--- src/rtl/nstk_pkg.sv ---
package nstk_pkg;

    typedef enum logic [3:0] {
        OP_NOP  = 4'd0,
        OP_PUSH = 4'd1,
        OP_POP  = 4'd2,
        OP_ADD  = 4'd3,
        OP_SUB  = 4'd4,
        OP_AND  = 4'd5,
        OP_OR   = 4'd6,
        OP_XOR  = 4'd7,
        OP_SHL  = 4'd8,
        OP_SHR  = 4'd9,
        OP_ROL  = 4'd10,
        OP_ROR  = 4'd11
    } op_e;

    typedef enum logic [2:0] {
        KIND_HOLD,
        KIND_PUSH,
        KIND_POP,
        KIND_BIN,
        KIND_UNI
    } kind_e;

endpackage

--- src/rtl/nstk_dec.sv ---
module nstk_dec (
    input  logic                cmd_valid,
    input  logic [3:0]          cmd_op,
    output nstk_pkg::kind_e     kind
);
    import nstk_pkg::*;

    always_comb begin
        kind = KIND_HOLD;
        if (cmd_valid) begin
            unique case (op_e'(cmd_op))
                OP_PUSH:                        kind = KIND_PUSH;
                OP_POP:                         kind = KIND_POP;
                OP_ADD, OP_SUB,
                OP_AND, OP_OR, OP_XOR:          kind = KIND_BIN;
                OP_SHL, OP_SHR,
                OP_ROL, OP_ROR:                 kind = KIND_UNI;
                default:                        kind = KIND_HOLD;
            endcase
        end
    end

endmodule

--- src/rtl/nstk_alu.sv ---
module nstk_alu #(
    parameter int DW = 4
) (
    input  logic [3:0]    op,
    input  logic [DW-1:0] nos,
    input  logic [DW-1:0] tos,
    input  logic          cin,
    output logic [DW-1:0] res,
    output logic          cout,
    output logic          zero
);
    import nstk_pkg::*;

    logic [DW:0] sum_w;
    logic [DW:0] dif_w;

    always_comb begin
        sum_w = {1'b0, nos} + {1'b0, tos};
        dif_w = {1'b0, nos} - {1'b0, tos};
        res   = tos;
        cout  = cin;
        unique case (op_e'(op))
            OP_ADD: {cout, res} = sum_w;
            OP_SUB: {cout, res} = dif_w;
            OP_AND: res = nos & tos;
            OP_OR:  res = nos | tos;
            OP_XOR: res = nos ^ tos;
            OP_SHL: begin res = {tos[DW-2:0], 1'b0}; cout = tos[DW-1]; end
            OP_SHR: begin res = {1'b0, tos[DW-1:1]}; cout = tos[0];    end
            OP_ROL: begin res = {tos[DW-2:0], cin};  cout = tos[DW-1]; end
            OP_ROR: begin res = {cin, tos[DW-1:1]};  cout = tos[0];    end
            default: begin res = tos; cout = cin; end
        endcase
        zero = (res == '0);
    end

endmodule

--- src/rtl/nstk_ram.sv ---
module nstk_ram #(
    parameter int DW = 4,
    parameter int AW = 8
) (
    input  logic          clk,
    input  logic          we,
    input  logic [AW-1:0] waddr,
    input  logic [DW-1:0] wdata,
    input  logic [AW-1:0] raddr,
    output logic [DW-1:0] rdata
);
    localparam int DEPTH = 1 << AW;

    logic [DW-1:0] mem [DEPTH];

    always_ff @(posedge clk) begin
        if (we) begin
            mem[waddr] <= wdata;
        end
    end

    assign rdata = mem[raddr];

endmodule

--- src/rtl/nstk_core.sv ---
module nstk_core #(
    parameter int          DW       = 4,
    parameter int          AW       = 8,
    parameter logic [7:0]  SP_RESET = 8'd0
) (
    input  logic          clk,
    input  logic          rst_n,
    input  logic          cmd_valid,
    input  logic [3:0]    cmd_op,
    input  logic [DW-1:0] cmd_data,
    output logic [DW-1:0] tos_o,
    output logic          carry_o,
    output logic          branch_o,
    output logic [AW-1:0] sp_o
);
    import nstk_pkg::*;

    localparam logic [AW-1:0] SP_INIT = AW'(SP_RESET);

    kind_e         kind;
    logic [AW-1:0] sp_q;
    logic [AW-1:0] sp_inc;
    logic [AW-1:0] sp_dec;
    logic [DW-1:0] tos_q;
    logic          carry_q;
    logic          branch_q;
    logic [DW-1:0] nos_rd;
    logic [DW-1:0] alu_res;
    logic          alu_c;
    logic          alu_z;

    assign sp_inc = sp_q + 1'b1;
    assign sp_dec = sp_q - 1'b1;

    nstk_dec u_dec (
        .cmd_valid (cmd_valid),
        .cmd_op    (cmd_op),
        .kind      (kind)
    );

    nstk_ram #(.DW(DW), .AW(AW)) u_ram (
        .clk   (clk),
        .we    (kind == KIND_PUSH),
        .waddr (sp_inc),
        .wdata (tos_q),
        .raddr (sp_q),
        .rdata (nos_rd)
    );

    nstk_alu #(.DW(DW)) u_alu (
        .op   (cmd_op),
        .nos  (nos_rd),
        .tos  (tos_q),
        .cin  (carry_q),
        .res  (alu_res),
        .cout (alu_c),
        .zero (alu_z)
    );

    always_ff @(posedge clk or negedge rst_n) begin
        if (!rst_n) begin
            sp_q     <= SP_INIT;
            tos_q    <= '0;
            carry_q  <= 1'b0;
            branch_q <= 1'b0;
        end else begin
            unique case (kind)
                KIND_HOLD: ;
                KIND_PUSH: begin
                    sp_q  <= sp_inc;
                    tos_q <= cmd_data;
                end
                KIND_POP: begin
                    tos_q <= nos_rd;
                    sp_q  <= sp_dec;
                end
                KIND_BIN: begin
                    tos_q    <= alu_res;
                    carry_q  <= alu_c;
                    branch_q <= alu_z;
                    sp_q     <= sp_dec;
                end
                KIND_UNI: begin
                    tos_q    <= alu_res;
                    carry_q  <= alu_c;
                    branch_q <= alu_z;
                end
                default: ;
            endcase
        end
    end

    always_comb begin
        tos_o    = tos_q;
        carry_o  = carry_q;
        branch_o = branch_q;
        sp_o     = sp_q;
    end

endmodule

--- config.mk ---
export PLATFORM = sky130hd
export DESIGN_NAME = nstk_core
export DESIGN_NICKNAME = d
export VERILOG_FILES = /design/src/rtl/nstk_pkg.sv /design/src/rtl/nstk_dec.sv /design/src/rtl/nstk_alu.sv /design/src/rtl/nstk_ram.sv /design/src/rtl/nstk_core.sv
export SDC_FILE = /design/constraint.sdc
export NUM_CORES = 1
export LEC_CHECK = 0
export ABC_AREA = 1
export BUFFER_PORTS_ARGS = -buffer_cell sky130_fd_sc_hd__buf_4
export CORE_ASPECT_RATIO = 1.1
export CORE_UTILIZATION = 43
export CTS_CLUSTER_SIZE = 28
export DETAILED_ROUTE_END_ITERATION = 8
export GPL_ROUTABILITY_DRIVEN = 0
export PLACE_DENSITY = 0.57
export SYNTH_ARGS = -nofsm -noshare
export SYNTH_HDL_FRONTEND = slang
export SYNTH_HIERARCHICAL = 1
export SYNTH_SLANG_ARGS = --single-unit
--- constraint.sdc ---
create_clock -name clk -period 9.3 [get_ports clk]
set_input_delay 0.465 -clock clk [delete_from_list [all_inputs] [get_ports clk]]
set_output_delay 0.465 -clock clk [all_outputs]
set_load 0.005 [all_outputs]
Word-level counts from Yosys, hierarchy flattened
Memory sizes are Yosys's and may differ from the RTL's.
Cells that the tools add are included.
Widths: inputs -> output; s select.

word-level totals
  register bits = 14
  memory bits (writable) = 1024
  bits in read-only memories = 48
  bits of input ports = 11
  output and inout port bits = 14
  word-level logic and storage cells = 42
  memories kept = 2

memory list
  memory           depth  bits a word  read ports  clocked after memory_dff  wr ports  line            RTL
  u_ram.mem        256    4            1           0                         1         nstk_ram.sv:14  logic [DW-1:0] mem [DEPTH];
  (no name shown)  16     3            1           0                         0         nstk_dec.sv:11  unique case (op_e'(cmd_op))

operators by class
  add/subtract/negate cells = 4
  equality and inequality tests = 13
  mux-type cells = 7
  bitwise gates (word level) = 3
  reduce and logical (&&, ||, !) cells = 9

operators by type and width
  cell                 count
  $pmux 4 s9           1
  $eq 4x3->1 const B   4
  $eq 4x4->1 const B   4
  $pmux 8 s2           1
  $pmux 4 s3           1
  $add 8x1->8 const B  1
  $reduce_or 2->1      4
  $sub 8x1->8 const B  1
  $eq 3x2->1 const B   2
  $add 4x4->5          1
  $sub 4x4->5          1
  $and 4x4->4          1
  $eq 4x2->1 const B   1
  $logic_not 4->1      1
  $or 4x4->4           1
  $pmux 1 s4           1
  $reduce_bool 4->1    1
  $xor 4x4->4          1
  $eq 3x1->1 const B   1
  $eq 3x3->1 const B   1
  $mux 3               1
  $reduce_bool 3->1    1
  $mux 1               2
  $reduce_and 2->1     1
  $reduce_bool 2->1    1

Depth between registers and ports, before layout
An unclocked memory read counts as a cell.

  depth in word-level cells = 5
  gate-level depth with buffers = 29
  mapped depth without buffers = 26

By module
Netlist, hierarchy kept.

modules (own cells, without submodules)
  module     instances  cells each  area an instance (um2)  seq. area each (um2)
  nstk_ram   1          3716        42744.7                 30749.5
  nstk_core  1          159         1086.0                  350.3
  nstk_alu   1          144         802.0                   0.0
  nstk_dec   1          8           30.0                    0.0

Worst setup path before layout
Ideal clock, no wire load.

  kind = register to register
  start point = register tos_q[1], in the netlist tos_o[1]
  end point = register tos_q[1], in the netlist tos_o[1]
  library setup time = 0.136 ns
  arrival time = 5.274 ns
  required time = 9.164 ns
  slack = 3.889 ns
  cell stages (with the launch flop) = 14
  path buffers = 0
  clock period less this slack = 5.411 ns
  path through = dfrtp_1 > inv_1 > fa_1 > inv_1 > nand2_1 > nand2_1 > nor2_1 > nand2_1 > nand2_1 > inv_1 > nand3_1 > nand2_1 > inv_1 > a21oi_1

between the ends
  cells in the longest elaborated chain, start to end = 3
  elaborated cells on any way between the ends = 7
  classes of those cells = 2 x add/sub; 2 x mux; 3 x bitwise

ends and longest elaborated chain
  what                                       line             RTL
  from (decl)                                nstk_core.sv:24  logic [DW-1:0] tos_q;
  from (signal assigned)                     nstk_core.sv:71  tos_q <= cmd_data;
  from (signal assigned)                     nstk_core.sv:74  tos_q <= nos_rd;
  from (signal assigned)                     nstk_core.sv:78  tos_q <= alu_res;
  $sub 4x4->5, or another cell as far along  nstk_alu.sv:19   dif_w = {1'b0, nos} - {1'b0, tos};
  $pmux 4 s9 *                               nstk_alu.sv:22   unique case (op_e'(op))
  named net alu_res[1]                       nstk_core.sv:28  logic [DW-1:0] alu_res;
  $pmux 4 s3 *                               nstk_core.sv:67  unique case (kind)

Mark *: on every way through the listed nets, which the timed path passes. The rest lies on a longest branch.
A chain may end at the register's enable or synchronous reset.

Final worst setup path
  start point = register sp_q[0], in the netlist sp_o[0]
  end point = register branch_q, in the netlist branch_o

between the ends
  cells in the longest elaborated chain, start to end = 4
  elaborated cells on any way between the ends = 8
  classes of those cells = 2 x add/sub; 1 x mux; 3 x bitwise; 1 x reduce/logical; 1 x memory

ends and longest elaborated chain
  what                                       line             RTL
  from (decl)                                nstk_core.sv:21  logic [AW-1:0] sp_q;
  from (signal assigned)                     nstk_core.sv:70  sp_q <= sp_inc;
  from (signal assigned)                     nstk_core.sv:75  sp_q <= sp_dec;
  from (signal assigned)                     nstk_core.sv:81  sp_q <= sp_dec;
  $mem_v2 256x4 *                            n/a
  named net nos_rd[0]                        nstk_core.sv:27  logic [DW-1:0] nos_rd;
  $sub 4x4->5, or another cell as far along  nstk_alu.sv:19
  $pmux 4 s9 *                               nstk_alu.sv:22
  $logic_not 4->1 *                          nstk_alu.sv:34   zero = (res == '0);
  named net alu_z                            nstk_core.sv:30  logic alu_z;
  to (signal assigned)                       nstk_core.sv:80  branch_q <= alu_z;
  to (signal assigned)                       nstk_core.sv:86  branch_q <= alu_z;
  to (decl)                                  nstk_core.sv:26  logic branch_q;

Marked as above.

==> flow_results.org <==
** Die
- Floorplan row count :: 123
- For this design the top-level I/O count stands at 25.
- In this run the vertical extent of the chip is 340 µm.
- Die Footprint :: 0.105 mm²
- The floorplan step defined a core boundary enclosing roughly 0.1 mm².
- Horizontal die dimension :: 309 µm
- Initial core utilization :: 43.5%

** Route
- In the routed design, unresolved DRC markers number 0.
- Number of nets with antenna violations after detailed routing :: 0
- Dividing the detail-routed wire length by the instance count gives roughly 22 µm.
- The routed design has roughly 120 mm of wire.
- DR vias/cell :: around 5.5
- For this block, the initial DRC count from the detailed router was 3107.
- First-pass detailed-route iteration total :: 7
- The routed layout has slightly below 30000 vias.

** Timing
- Fmax achieved :: 179 MHz
- Setup TNS Final :: 0 ns
- Min Tclk post-route :: 5.58 ns
- Setup violations remaining at the end of the flow were counted as 0.
- Clock tree skew after final layout :: 0.0322 ns
- Worst Hold Slack :: 0.126 ns
- Max-slew violation total from the final report :: 0
- For the pin with the worst max-slew slack, the measured transition is approximately 1.1 ns.
- Once routing completed, OpenROAD measured the worst setup slack at between 3 and 4 ns.
- Headroom to the max-slew limit came out at ~30%.
- Final period util :: between 60% and 70%
- Setup repair after global routing left no endpoint under its margin.
- The number of hold violations in the final report came to 0.

** CTS
- No sink is reached through more buffers than the 3 on the longest clock path.
- Worst skew pair latency :: 0.68 ns
- After clock tree synthesis, the setup repair step added 0 buffers.
- Post-CTS repair changed the size of 0 cells.
- TritonCTS built the clock tree.
- CTS root buffer :: sky130_fd_sc_hd__clkbuf_16
- Clock Sinks :: around 1000
- The number of hold buffers added after CTS was 1.
- Clock-pin slew was measured on the worst setup and hold paths at roughly 0.060 ns.
- In this run, CTS created clock tree buffers numbering 101.
- Level count of the clock H-tree :: 3

** Yosys
- Synthesized netlist net count :: 4057
- Yosys synthesis warning count :: 6
- Mean instance size in the synthesized netlist :: 11.1 µm²
- After synthesis the netlist holds a flip-flop and latch count of 1038.
- Netlist area before placement :: 0.0447 mm²
- Sequential cells were found to cover between 60% and 70% of the synthesized design area.
- After technology mapping, the gate count stands at around 4000.
- Distinct cells, synth :: 37

** GRT
- Vias in the first global route :: 28900
- The initial antenna violation count came to 3.
- Global routing used 22.9% of the available tracks.
- Sum of overflow across all layers after global routing :: 0
- Entering global routing, the biggest net connects between 200 and 250 pins.
- First-pass GRT wire length :: ~180 mm

** Critical path
- The critical path is of the reg -> reg type.
- Sort of element at the end of the critical path :: register
- Along the worst path, the maximum fanout reaches 187.
- Reg-to-reg endpoint :: branch_o
- Register-to-register path setup slack :: 3.72 ns
- The number of cells on the worst reg-to-reg path is 25.
- The worst setup path is launched from a register.
- FF-to-FF Start :: sp_o[0]
- For the worst setup path, the data arrival time is 6.19 ns.
- CP Data Required Time :: 9.91 ns

** Placement
- Prior to clock tree synthesis, the placed netlist has a worst setup slack of 3.79 ns.
- Including well taps, the total number of placed cells is 5202.
- Estimated wirelength of the detail-placed design :: 66.6 mm
- Summing all placed instances gives a cell area of 0.0453 mm².
- Port Buf Inserts :: 24

** Pwr
- Total chip power :: roughly 15 mW
- Summed over all cells, the static leakage comes to 17.0 nW.
- Power spread over the standard cell area amounts to 308 mW/mm².
- IR analysis of the VDD net gives a maximum drop of 0.000265 V.

** Layout
- The multi-input combinational cells in the finished layout cover a total of 0.0116 mm².
- 0 antenna diodes ended up in the layout.
- Compared with the post-synthesis result, the final layout area differs by 8.82%.
- The filler cells instantiated in the layout total 9395.
- Count of non-filler cells in the finished layout :: 5388
- Measured on the finished design, the core utilization comes to 47.3%.
- Highest-count cells in the layout ignoring fill and taps :: sky130_fd_sc_hd__nand2_1, sky130_fd_sc_hd__nand3_1, sky130_fd_sc_hd__edfxtp_1
- Share of final-layout standard cells stronger than drive strength 1 :: about 6.2%
- With fillers left out, the area of the finished cells amounts to 0.0486 mm².
- Across the whole layout, storage elements account for 0.0311 mm².
- The net count of the finished layout is 3961.
- The library cell used most frequently in the layout, excluding fill and tap cells, is sky130_fd_sc_hd__nand2_1.

** Worst hold path
- The min-delay analysis places its worst path in the category in -> reg.
- Number of cells traversed by the worst hold path :: 5
- The path with the worst hold slack has its endpoint at tos_o[0].
- The worst hold path begins at cmd_data[0].

** Status
- The run finished with clean final reports.

** Flow run
- The tool flagged a number of max-cap violations equal to 0.
layout make-up:
class / count / share of cell area [%]
clock inverter: 62 / 1.33
sequential: 1038 / 64.1
clock buffer: 123 / 5.41
tap: 1375 / 3.54
inverter: 96 / 0.801
timing repair buffer: 64 / 1.10
multi-input combinational: 2630 / 23.8
worst max-delay path, stage by stage (launching register included):
cell and delay (ns):
sky130_fd_sc_hd__dfrtp_4 0.93, sky130_fd_sc_hd__buf_12 0.59, sky130_fd_sc_hd__buf_4 0.90, sky130_fd_sc_hd__nand2_1 0.11, sky130_fd_sc_hd__nand3_1 0.12, sky130_fd_sc_hd__nand3_1 0.11, sky130_fd_sc_hd__nand3_1 0.16, sky130_fd_sc_hd__nand3_1 0.15
sky130_fd_sc_hd__nand2_1 0.16, sky130_fd_sc_hd__nand2_1 0.06, sky130_fd_sc_hd__nand3_1 0.08, sky130_fd_sc_hd__nand3_1 0.14, sky130_fd_sc_hd__nand2_1 0.20, sky130_fd_sc_hd__inv_1 0.09, sky130_fd_sc_hd__ha_1 0.20, sky130_fd_sc_hd__inv_1 0.09
sky130_fd_sc_hd__fa_1 0.42, sky130_fd_sc_hd__nand3_1 0.09, sky130_fd_sc_hd__nand2_1 0.06, sky130_fd_sc_hd__nor2_1 0.08, sky130_fd_sc_hd__nand2_1 0.08, sky130_fd_sc_hd__nand2_1 0.08, sky130_fd_sc_hd__nand3_1 0.08, sky130_fd_sc_hd__nor2_1 0.09
sky130_fd_sc_hd__nand3_1 0.08, sky130_fd_sc_hd__nand2_1 0.10
kinds of logic (layout without fill, tap and decap cells):
family | after synthesis | after routing | share of synthesized area [%]
flip-flops | 1038 | 1038 | 69.6
adder cells (fa/ha/maj) | 19 | 19 | 0.566
AO/OA/AOI/OAI | 29 | 29 | 0.395
buffers and inverters | 359 | 345 | 4.54
XOR/XNOR | 6 | 6 | 0.134
AND/OR/NAND/NOR | 2576 | 2576 | 24.7
where the power goes:
part	leakage (nW)	switching [mW]	internal, mW
logic	6.00	3.80	1.29
registers	9.41	0.254	5.53
clock network	1.60	1.74	2.37
total	17.0	5.79	9.19
Yosys cell counts (all sizes together):
cell,number,share of area [%]
a21oi,9,0.12
o21ai,18,0.24
nor2,317,2.7
fa,2,0.090
nand4,4,0.056
xor2,6,0.13
nor3,1,0.011
nand2,1214,10
buf,209,3.3
or2,1,0.014
clkbuf,54,0.46
dfrtp,14,0.78
nand3,1038,12
ha,17,0.48
nand3b,1,0.017
o211ai,1,0.028
o22ai,1,0.014
inv,96,0.83
edfxtp,1024,69
state kept, by name, summed over array words and instances, names as in the netlist:
name       cells
u_ram/mem   1024
branch_o       1
sp_o           8
carry_o        1
tos_o          4
layer usage:
metal | up-vias | share of wire [%] | GRT usage [%]
li1 | 13800 | - | -
met1 | 14600 | 43 | 31.7
met2 | 1066 | 47 | 37.1
met3 | 196 | 7.0 | 3.28
met4 | 0 | 3.1 | 7.62
met5 | - | 0 | 0
worst max path at each step:
stage / start / end / slack, ns / cells past startpoint
finish: sp_o[0] / branch_o / 3.72 / 25
global route: sp_o[0] / tos_o[2] / 3.22 / 26
CTS: sp_o[0] / branch_o / 3.77 / 25
detailed placement: sp_o[0] / tos_o[1] / 3.79 / 26
global placement: sp_o[0] / tos_o[1] / 3.76 / 26
floorplan: tos_o[1] / tos_o[1] / 3.89 / 13
No activity file was read; power rests on OpenSTA's default activity.
